[config.mk]
export PLATFORM = sky130hd
export DESIGN_NAME = mmsp_serial_port
export DESIGN_NICKNAME = d
export VERILOG_FILES = /design/src/rtl/mmsp_pkg.sv /design/src/rtl/mmsp_lfsr.sv /design/src/rtl/mmsp_gap.sv /design/src/rtl/mmsp_rx_chan.sv /design/src/rtl/mmsp_tx_chan.sv /design/src/rtl/mmsp_serial_port.sv
export SDC_FILE = /design/constraint.sdc
export NUM_CORES = 1
export LEC_CHECK = 0
export BUFFER_PORTS_ARGS = -buffer_cell sky130_fd_sc_hd__buf_2
export CAP_MARGIN = 20
export CORE_MARGIN = 1
export CORE_UTILIZATION = 45
export CTS_BUF_LIST = sky130_fd_sc_hd__clkbuf_16
export DETAILED_ROUTE_END_ITERATION = 8
export GPL_ROUTABILITY_DRIVEN = 0
export PLACE_DENSITY_LB_ADDON = 0.2
export SETUP_SLACK_MARGIN = 0.3
export SLEW_MARGIN = 20
export SYNTH_ARGS = -nofsm -noshare
export SYNTH_HDL_FRONTEND = slang
export SYNTH_SLANG_ARGS = --single-unit
[constraint.sdc]
create_clock -name clk -period 2.55 [get_ports clk]
set_clock_uncertainty 0.1 [all_clocks]
set_input_delay 0.51 -clock clk [delete_from_list [all_inputs] [get_ports clk]]
set_output_delay 0.51 -clock clk [all_outputs]
set_load 0.01 [all_outputs]
[src/rtl/mmsp_pkg.sv]
package mmsp_pkg;
   localparam int REG_ADDR_W  = 4;
   localparam int CTL_RDY_BIT = 0;
   localparam int CTL_IEN_BIT = 1;

   typedef enum logic [1:0] {
      SEL_RX_CTL = 2'd0,
      SEL_RX_DAT = 2'd1,
      SEL_TX_CTL = 2'd2,
      SEL_TX_DAT = 2'd3
   } mmsp_reg_e;

   typedef struct packed {
      logic ctl_wr;
      logic ien_val;
      logic dat_acc;
   } mmsp_acc_t;
endpackage

[src/rtl/mmsp_lfsr.sv]
module mmsp_lfsr #(
   parameter int              W    = 5,
   parameter logic [W-1:0]    SEED = 1
) (
   input  logic         clk,
   input  logic         rst_n,
   output logic [W-1:0] rnd
);
   logic [W-1:0] state;
   logic         fb;

   generate
      if (W == 4) begin : g_w4
         assign fb = state[3] ^ state[2];
      end else if (W == 5) begin : g_w5
         assign fb = state[4] ^ state[2];
      end else if (W == 6) begin : g_w6
         assign fb = state[5] ^ state[4];
      end else if (W == 7) begin : g_w7
         assign fb = state[6] ^ state[5];
      end else if (W == 8) begin : g_w8
         assign fb = state[7] ^ state[5] ^ state[4] ^ state[3];
      end else begin : g_bad
         $error("mmsp_lfsr: width must be 4..8");
      end
      if (SEED == '0) begin : g_bad_seed
         $error("mmsp_lfsr: seed must be nonzero");
      end
   endgenerate

   always_ff @(posedge clk) begin
      if (!rst_n) state <= SEED;
      else        state <= {state[W-2:0], fb};
   end

   assign rnd = state;

   a_r5_lfsr_live: assert property (@(posedge clk) disable iff (!rst_n)
      1'b1 |=> (state != '0));
endmodule

[src/rtl/mmsp_gap.sv]
module mmsp_gap #(
   parameter int W   = 5,
   parameter int MIN = 4
) (
   input  logic         clk,
   input  logic         rst_n,
   input  logic         start,
   input  logic [W-1:0] rnd,
   output logic         idle
);
   localparam logic [W-1:0] MIN_V = W'(MIN);

   generate
      if (MIN < 1 || MIN >= (1 << W)) begin : g_bad_min
         $error("mmsp_gap: MIN must lie within the counter range");
      end
   endgenerate

   logic [W-1:0] cnt;
   logic [W-1:0] load_v;

   assign load_v = (rnd < MIN_V) ? MIN_V : rnd;

   always_ff @(posedge clk) begin
      if (!rst_n)           cnt <= '0;
      else if (start)       cnt <= load_v;
      else if (cnt != '0)   cnt <= cnt - 1'b1;
   end

   assign idle = (cnt == '0);

   a_r8_gap_floor: assert property (@(posedge clk) disable iff (!rst_n)
      start |=> (cnt >= MIN_V) && !idle);
   a_r5_gap_count: assert property (@(posedge clk) disable iff (!rst_n)
      (!start && !idle) |=> (cnt == $past(cnt) - 1'b1));
endmodule

[src/rtl/mmsp_rx_chan.sv]
module mmsp_rx_chan #(
   parameter int BYTE_W  = 8,
   parameter int LFSR_W  = 5,
   parameter int GAP_MIN = 4
) (
   input  logic                 clk,
   input  logic                 rst_n,
   input  mmsp_pkg::mmsp_acc_t  acc,
   input  logic [LFSR_W-1:0]    rnd,
   input  logic                 in_valid,
   input  logic [BYTE_W-1:0]    in_data,
   output logic                 in_ready,
   output logic                 rdy,
   output logic                 ien,
   output logic [BYTE_W-1:0]    byte_q,
   output logic                 irq
);
   logic take;
   logic accept;
   logic gap_idle;

   assign take     = acc.dat_acc && rdy;
   assign in_ready = !rdy && gap_idle;
   assign accept   = in_valid && in_ready;

   mmsp_gap #(.W(LFSR_W), .MIN(GAP_MIN)) u_gap (
      .clk   (clk),
      .rst_n (rst_n),
      .start (take),
      .rnd   (rnd),
      .idle  (gap_idle)
   );

   always_ff @(posedge clk) begin
      if (!rst_n) begin
         rdy    <= 1'b0;
         ien    <= 1'b0;
         byte_q <= '0;
      end else begin
         if (accept)    rdy <= 1'b1;
         else if (take) rdy <= 1'b0;
         if (accept)     byte_q <= in_data;
         if (acc.ctl_wr) ien    <= acc.ien_val;
      end
   end

   assign irq = rdy & ien;

   a_r4_latch: assert property (@(posedge clk) disable iff (!rst_n)
      accept |=> rdy && (byte_q == $past(in_data)));
   a_r4_hold: assert property (@(posedge clk) disable iff (!rst_n)
      (rdy && !acc.dat_acc) |=> rdy && $stable(byte_q));
   a_r5_take_clears: assert property (@(posedge clk) disable iff (!rst_n)
      take |=> !rdy && !in_ready);
   a_r6_idle_load: assert property (@(posedge clk) disable iff (!rst_n)
      (acc.dat_acc && !rdy && !accept) |=> !rdy && $stable(byte_q));
endmodule

[src/rtl/mmsp_tx_chan.sv]
module mmsp_tx_chan #(
   parameter int BYTE_W  = 8,
   parameter int LFSR_W  = 5,
   parameter int GAP_MIN = 4
) (
   input  logic                 clk,
   input  logic                 rst_n,
   input  mmsp_pkg::mmsp_acc_t  acc,
   input  logic [BYTE_W-1:0]    wbyte,
   input  logic [LFSR_W-1:0]    rnd,
   output logic                 out_valid,
   output logic [BYTE_W-1:0]    out_data,
   input  logic                 out_ready,
   output logic                 rdy,
   output logic                 ien,
   output logic                 irq
);
   logic busy;
   logic put;
   logic gap_idle;

   assign rdy = !busy && gap_idle;
   assign put = acc.dat_acc && rdy;

   mmsp_gap #(.W(LFSR_W), .MIN(GAP_MIN)) u_gap (
      .clk   (clk),
      .rst_n (rst_n),
      .start (put),
      .rnd   (rnd),
      .idle  (gap_idle)
   );

   always_ff @(posedge clk) begin
      if (!rst_n) begin
         busy     <= 1'b0;
         ien      <= 1'b0;
         out_data <= '0;
      end else begin
         if (put) begin
            busy     <= 1'b1;
            out_data <= wbyte;
         end else if (busy && out_ready) begin
            busy <= 1'b0;
         end
         if (acc.ctl_wr) ien <= acc.ien_val;
      end
   end

   assign out_valid = busy;
   assign irq       = rdy & ien;

   a_r7_put_clears: assert property (@(posedge clk) disable iff (!rst_n)
      put |=> out_valid && !rdy && (out_data == $past(wbyte)));
   a_r7_valid_hold: assert property (@(posedge clk) disable iff (!rst_n)
      (out_valid && !out_ready) |=> out_valid && $stable(out_data));
   a_r9_ignored: assert property (@(posedge clk) disable iff (!rst_n)
      (acc.dat_acc && !rdy) |=> $stable(out_data));
   a_r8_wait_sink: assert property (@(posedge clk) disable iff (!rst_n)
      out_valid |-> !rdy);
endmodule

[src/rtl/mmsp_serial_port.sv]
module mmsp_serial_port #(
   parameter int                 BUS_W     = 32,
   parameter int                 BYTE_W    = 8,
   parameter int                 LFSR_W    = 5,
   parameter int                 GAP_MIN   = 4,
   parameter logic [LFSR_W-1:0]  LFSR_SEED = 1
) (
   input  logic                                 clk,
   input  logic                                 rst_n,
   input  logic                                 bus_sel,
   input  logic                                 bus_we,
   input  logic [mmsp_pkg::REG_ADDR_W-1:0]      bus_addr,
   input  logic [BUS_W-1:0]                     bus_wdata,
   output logic [BUS_W-1:0]                     bus_rdata,
   input  logic                                 rx_in_valid,
   input  logic [BYTE_W-1:0]                    rx_in_data,
   output logic                                 rx_in_ready,
   output logic                                 tx_out_valid,
   output logic [BYTE_W-1:0]                    tx_out_data,
   input  logic                                 tx_out_ready,
   output logic                                 irq_rx,
   output logic                                 irq_tx
);
   import mmsp_pkg::*;

   generate
      if (BYTE_W > BUS_W || BUS_W < 2) begin : g_bad_bus
         $error("mmsp_serial_port: byte must fit in the bus word");
      end
   endgenerate

   mmsp_reg_e            reg_sel;
   mmsp_acc_t            rx_acc;
   mmsp_acc_t            tx_acc;
   logic [LFSR_W-1:0]    rnd;
   logic                 rx_rdy, rx_ien, tx_rdy, tx_ien;
   logic [BYTE_W-1:0]    rx_byte;
   logic                 unused_ok;

   assign reg_sel   = mmsp_reg_e'(bus_addr[3:2]);
   assign unused_ok = ^{bus_addr[1:0], bus_wdata[BUS_W-1:BYTE_W]};

   always_comb begin
      rx_acc = '0;
      tx_acc = '0;
      rx_acc.ien_val = bus_wdata[CTL_IEN_BIT];
      tx_acc.ien_val = bus_wdata[CTL_IEN_BIT];
      if (bus_sel) begin
         case (reg_sel)
            SEL_RX_CTL: rx_acc.ctl_wr  = bus_we;
            SEL_RX_DAT: rx_acc.dat_acc = !bus_we;
            SEL_TX_CTL: tx_acc.ctl_wr  = bus_we;
            SEL_TX_DAT: tx_acc.dat_acc = bus_we;
            default: ;
         endcase
      end
   end

   mmsp_lfsr #(.W(LFSR_W), .SEED(LFSR_SEED)) u_lfsr (
      .clk   (clk),
      .rst_n (rst_n),
      .rnd   (rnd)
   );

   mmsp_rx_chan #(.BYTE_W(BYTE_W), .LFSR_W(LFSR_W), .GAP_MIN(GAP_MIN)) u_rx (
      .clk      (clk),
      .rst_n    (rst_n),
      .acc      (rx_acc),
      .rnd      (rnd),
      .in_valid (rx_in_valid),
      .in_data  (rx_in_data),
      .in_ready (rx_in_ready),
      .rdy      (rx_rdy),
      .ien      (rx_ien),
      .byte_q   (rx_byte),
      .irq      (irq_rx)
   );

   mmsp_tx_chan #(.BYTE_W(BYTE_W), .LFSR_W(LFSR_W), .GAP_MIN(GAP_MIN)) u_tx (
      .clk       (clk),
      .rst_n     (rst_n),
      .acc       (tx_acc),
      .wbyte     (bus_wdata[BYTE_W-1:0]),
      .rnd       (rnd),
      .out_valid (tx_out_valid),
      .out_data  (tx_out_data),
      .out_ready (tx_out_ready),
      .rdy       (tx_rdy),
      .ien       (tx_ien),
      .irq       (irq_tx)
   );

   always_comb begin
      bus_rdata = '0;
      case (reg_sel)
         SEL_RX_CTL: begin
            bus_rdata[CTL_RDY_BIT] = rx_rdy;
            bus_rdata[CTL_IEN_BIT] = rx_ien;
         end
         SEL_RX_DAT: bus_rdata[BYTE_W-1:0] = rx_byte;
         SEL_TX_CTL: begin
            bus_rdata[CTL_RDY_BIT] = tx_rdy;
            bus_rdata[CTL_IEN_BIT] = tx_ien;
         end
         default: ;
      endcase
   end

   a_r3_rx_irq_hold: assert property (@(posedge clk) disable iff (!rst_n)
      (irq_rx && !rx_acc.dat_acc && !rx_acc.ctl_wr) |=> irq_rx);
   a_r3_tx_irq_hold: assert property (@(posedge clk) disable iff (!rst_n)
      (irq_tx && !tx_acc.dat_acc && !tx_acc.ctl_wr) |=> irq_tx);
   a_r10_rx_mask: assert property (@(posedge clk) disable iff (!rst_n)
      (rx_acc.ctl_wr && !rx_acc.ien_val) |=> !irq_rx);
   a_r10_tx_mask: assert property (@(posedge clk) disable iff (!rst_n)
      (tx_acc.ctl_wr && !tx_acc.ien_val) |=> !irq_tx);
   a_r2_ctl_rsvd: assert property (@(posedge clk) disable iff (!rst_n)
      (reg_sel == SEL_RX_CTL || reg_sel == SEL_TX_CTL) |-> (bus_rdata[BUS_W-1:2] == '0));
endmodule

[After elaboration in Yosys (flattened, before gate mapping)]
Cells that the tools add are included.
Word-level totals
  register bits after elaboration: 35
  word-level logic and storage cells: 55
  output and inout port bits: 44
  bits of input ports: 50
Cells by class
  add/sub/neg operators: 2
  mux-type cells: 19
  reduce and logical (&&, ||, !) cells: 18
  order comparisons: 1
  bitwise gates (word level): 3
  equal/unequal tests: 3
Operators with widths (number)
  5-bit two-way mux: 5
  1-bit two-way mux: 12
  5-bit zero test: 2
  5-bit nonzero test: 2
  5-bit by 1-bit subtractor with 5-bit output, second input constant: 2
  2-bit nonzero test: 4
  1-bit logical AND: 6
  6-bit two-way mux: 1
  2-bit one-hot mux with 3 select lines: 1
  5-bit by 3-bit less-than comparator with 1-bit output, second input constant: 1
  2-bit == test, second input constant: 2
  1-bit zero test: 3
  1-bit AND: 2
  2-bit by 1-bit == test with 1-bit output, second input constant: 1
  2-bit zero test: 1
  1-bit bitwise XOR: 1

[Depth between registers and ports, before layout]
  depth after elaboration: 6
  depth in mapped cells: 8
  depth with buffers taken out: 6

[Hierarchy]
A second synthesis with hierarchy kept.
Second synthesis, totals
  cells, all modules: 211
  area, all modules: 1891.8 µm²
By module, submodules not included
  mmsp_gap: times used 2, cells each 34, seq. area each 100.1 µm², area an instance 299.0 µm²
  mmsp_rx_chan: times used 1, cells each 45, seq. area each 200.2 µm², area an instance 420.4 µm²
  mmsp_tx_chan: times used 1, cells each 44, seq. area each 200.2 µm², area an instance 416.6 µm²
  mmsp_serial_port: times used 1, cells each 43, seq. area each 0.0 µm², area an instance 317.8 µm²
  mmsp_lfsr: times used 1, cells each 11, seq. area each 100.1 µm², area an instance 138.9 µm²

[Least setup slack after synthesis]
OpenSTA, ideal clock, no wires.
  path kind: register to output
  from: register u_tx.u_gap.cnt[0]
  to: output irq_tx
  data required time: 1.940 ns
  arrival time: 1.476 ns
  cell stages (with the launch flop): 6
  buffers on the path: 1
  slack: 0.464 ns
  cells stage by stage: dfxtp_1 -> inv_1 -> ha_1 -> or4b_1 -> buf_2 -> nor3b_1
Between the ends
  word-level cells in the longest chain between the ends: 3
RTL lines
  start: declaration: line mmsp_gap.sv:19  | logic [W-1:0] cnt;
  start signal: assignment: line mmsp_gap.sv:26  | else if (start) cnt <= load_v;
  start signal: assignment: line mmsp_gap.sv:27  | else if (cnt != '0) cnt <= cnt - 1'b1;
  5-bit zero test: line mmsp_gap.sv:30  | assign idle = (cnt == '0);
  1-bit logical AND: line mmsp_tx_chan.sv:22  | assign rdy = !busy && gap_idle;
  1-bit AND: line mmsp_tx_chan.sv:50  | assign irq = rdy & ien;
  end: declaration: line mmsp_serial_port.sv:22  | output logic irq_tx
No other way between the ends.

[Worst setup path in the final report]
  from: register u_tx.u_gap.cnt[0]
  to: output bus_rdata[0]
Between the ends
  word-level cells in the longest chain between the ends: 3
RTL lines
  5-bit zero test: line mmsp_gap.sv:30
  1-bit logical AND: line mmsp_tx_chan.sv:22
  2-bit one-hot mux with 3 select lines: line mmsp_serial_port.sv:95  | case (reg_sel)
  end: declaration: line mmsp_serial_port.sv:14  | output logic [BUS_W-1:0] bus_rdata,
No other way between the ends.

==> results.sh <==
export IMPL_synth_area_leaders="dfxtp_1 39%, buf_4 10%, mux2i_1 7.2%"
export IMPL_r2r_cells=8
export IMPL_worst_setup_path_end_kind="output port"
export IMPL_dp_hpwl_um=2380
export IMPL_setup_viol_count_final=0
export IMPL_cts_buffers=5
export IMPL_grt_first_pass_wirelength_um=5590
export IMPL_syn_avg_cell_area_um2=8.75
export IMPL_rr_endpoint="u_tx.out_data[1]"
export IMPL_final_util_pct=57.7
export IMPL_startpoint_type="flip-flop"
export IMPL_final_area_mm2=0.00218
export IMPL_worstHoldStart="u_tx.out_data[3]"
export IMPL_wl_met2_um=1590
export IMPL_first_iter_violations=30
export IMPL_slew_violations=0
export IMPL_grt_max_degree=30
export IMPL_clk_pin_slew_ns=0.05
export IMPL_synthDistinctLibCells=39
export IMPL_reg2reg_slack_ns=0.63
export IMPL_clkSinkCount=35
export IMPL_synth_largest_area_cell="dfxtp_1"
export IMPL_met1_length_um=1610
export IMPL_ys_warn_count=0
export IMPL_diodes=0
export IMPL_port_buffers=43
export IMPL_htreeDepth=2
export IMPL_ys_ff_latch=35
export IMPL_final_net_count=308
export IMPL_period_minus_slack_ns=2.29
export IMPL_cts_tree="done"
export IMPL_die_width_um=65.4
export IMPL_vdd_drop_max_mv=0.416
export IMPL_whs_path_depth=2
export IMPL_rsz0062_at_grt="true"
export IMPL_synth_top_cells_by_count="35 x dfxtp_1, 24 x buf_4, 22 x nand2_1"
export IMPL_synth_most_common_cell="dfxtp_1"
export IMPL_worstPathArrival_ns=1.68
export IMPL_max_cap_violations=0
export IMPL_cp_startpoint="u_tx.u_gap.cnt[0]"
export IMPL_wl_per_cell_um=11.1
export IMPL_r2r_start="u_tx.u_gap.cnt[0]"
export IMPL_whs_ns=0.344
export IMPL_synth_cells=207
export IMPL_hold_class="flip-flop to flip-flop"
export IMPL_first_global_vias=1303
export IMPL_status="completed"
export IMPL_clockBufferDepth=2
export IMPL_cp_required_ns=1.94
export IMPL_grt_total_usage_pct=17.1
export IMPL_core_mm2=0.00377
export IMPL_die_height_um=65.4
export IMPL_cts_root_buf="clkbuf_16"
export IMPL_synth_edff_count=0
export IMPL_path_class="flip-flop to output port"
export IMPL_grt_overflow=0
export IMPL_viasPerCell=4.77
export IMPL_drtPass1Iterations=4
export IMPL_grt_antenna_before_repair=0
export IMPL_syn2layout_area_growth_pct=20.2
export IMPL_vias=1454
export IMPL_wl_met3_um=120
export IMPL_clk_latency_ns=0.27
export IMPL_synth_ff_type="dfxtp_1"
export IMPL_yosysTopAreaCellShare_pct=38.7
export IMPL_total_power_mw=2.05
export IMPL_ys_seq_area_share_pct=38.7
export IMPL_drive_gt1_share_pct=28.0
export IMPL_p_leak_nw=1.03
export IMPL_min_to="u_tx.out_data[3]"
export IMPL_hold_buffers=0
export IMPL_rows=22
export IMPL_highest_signal_layer="met4"
export IMPL_n_fill_cell=368
export IMPL_start_util_pct=48.0
export IMPL_syn_cell_area_mm2=0.00181
export IMPL_dieArea_mm2=0.00428
export IMPL_hold_viol=0
export IMPL_worst_path_max_fanout=3
export IMPL_finalSetupTns_ns=0
export IMPL_powerDensity_mw_per_mm2=942
export IMPL_boundaryPins=94
export IMPL_finalCritPeriodShare_pct=89.7
export IMPL_synthArstFlopShare_pct=0
export IMPL_drc=0
export IMPL_place_area_mm2=0.00198
export IMPL_wirelength_um=3390
export IMPL_drtAntennaViolNets=0
export IMPL_clock_fmax_mhz=437
[power by group]
part	internal, mW	total, mW	switching (mW)
combinational	0.389	0.755	0.366
sequential	0.649	0.733	0.0842
clock	0.352	0.563	0.211
total	1.39	2.05	0.661
[flip-flops by register name, indices dropped and copies added (netlist names)]
name	count
u_rx.byte_q	8
u_tx.out_data	8
u_lfsr.rnd	5
u_rx.u_gap.cnt	5
u_tx.u_gap.cnt	5
u_rx.ien	1
u_rx.rdy	1
u_tx.ien	1
u_tx.out_valid	1
[layer usage]
layer,vias up,GRT usage [%]
li1,749,-
met1,657,20.2
met2,41,29.6
met3,7,3.30
met4,0,8.15
met5,-,0
[timing repair]
action | CTS | global route
pin swaps | 3 | 1
gates resized for setup | 8 | 1
setup buffers | 3 | 1
setup endpoints to repair | 2 | 3
cloned | 0 | 0
[worst max path at each step]
| stage | cells after the start | endpoint |
|---|---|---|
| floorplan | 5 | irq_tx |
| global placement | 7 | bus_rdata[0] |
| detailed placement | 7 | bus_rdata[0] |
| CTS | 7 | bus_rdata[0] |
| global route | 7 | bus_rdata[0] |
| finish | 7 | bus_rdata[0] |
[layout by cell type, fill, tap and decap left out, types with 4 or more instances in the layout]
| cell | synthesis | routed |
|---|---|---|
| buf_2 | 3 | 43 |
| nor3_1 | 6 | 5 |
| dfxtp_1 | 35 | 34 |
| inv_1 | 4 | 4 |
| o22ai_1 | 5 | 5 |
| mux2i_1 | 13 | 13 |
| buf_4 | 24 | 9 |
| nor2b_1 | 14 | 14 |
| clkbuf_16 | 0 | 5 |
| and2_1 | 11 | 11 |
| conb_1 | 1 | 24 |
| o21ai_0 | 7 | 6 |
| o21ai_1 | 3 | 4 |
| nand2_1 | 22 | 22 |
| nor2_1 | 5 | 5 |
| a21oi_1 | 5 | 5 |
| nand3_1 | 8 | 8 |
[layout make-up]
| type | count | area (um^2) | area share, % |
|---|---|---|---|
| clock buffers | 5 | 125 | 5.75 |
| clock inverters | 3 | 12.5 | 0.575 |
| flip-flops and latches | 35 | 702 | 32.2 |
| well taps | 48 | 60.1 | 2.76 |
| inverters | 4 | 15.0 | 0.690 |
| multi-input cells | 158 | 980 | 45.0 |
| repair buffers | 52 | 283 | 13.0 |
[per-stage QoR]
step / setup slack (ns) / std cells
6_report: 0.263 / 305
3_5_place_dp: 0.340 / 293
5_1_grt: 0.164 / 305
2_1_floorplan: 0.464 / 230
3_3_place_gp: 0.320 / 293
4_1_cts: 0.212 / 304
[worst max-delay path, cell delays in order (launching register included)]
cell	delay, ns
dfxtp_1	0.32
inv_2	0.07
ha_4	0.12
or4b_4	0.49
nor3_2	0.12
nand2_1	0.07
o21ai_1	0.08
buf_2	0.15
[logic make-up after synthesis]
group / share of synthesized area (%)
flip-flops: 38.7
adder cells (fa/ha/maj): 1.38
AO/OA/AOI/OAI: 10.6
other: 0.207
multiplexers: 7.19
AND/OR/NAND/NOR: 26.3
buffers and inverters: 13.3
XOR/XNOR: 2.42
Note: power is estimated with default switching activity, not from simulation.
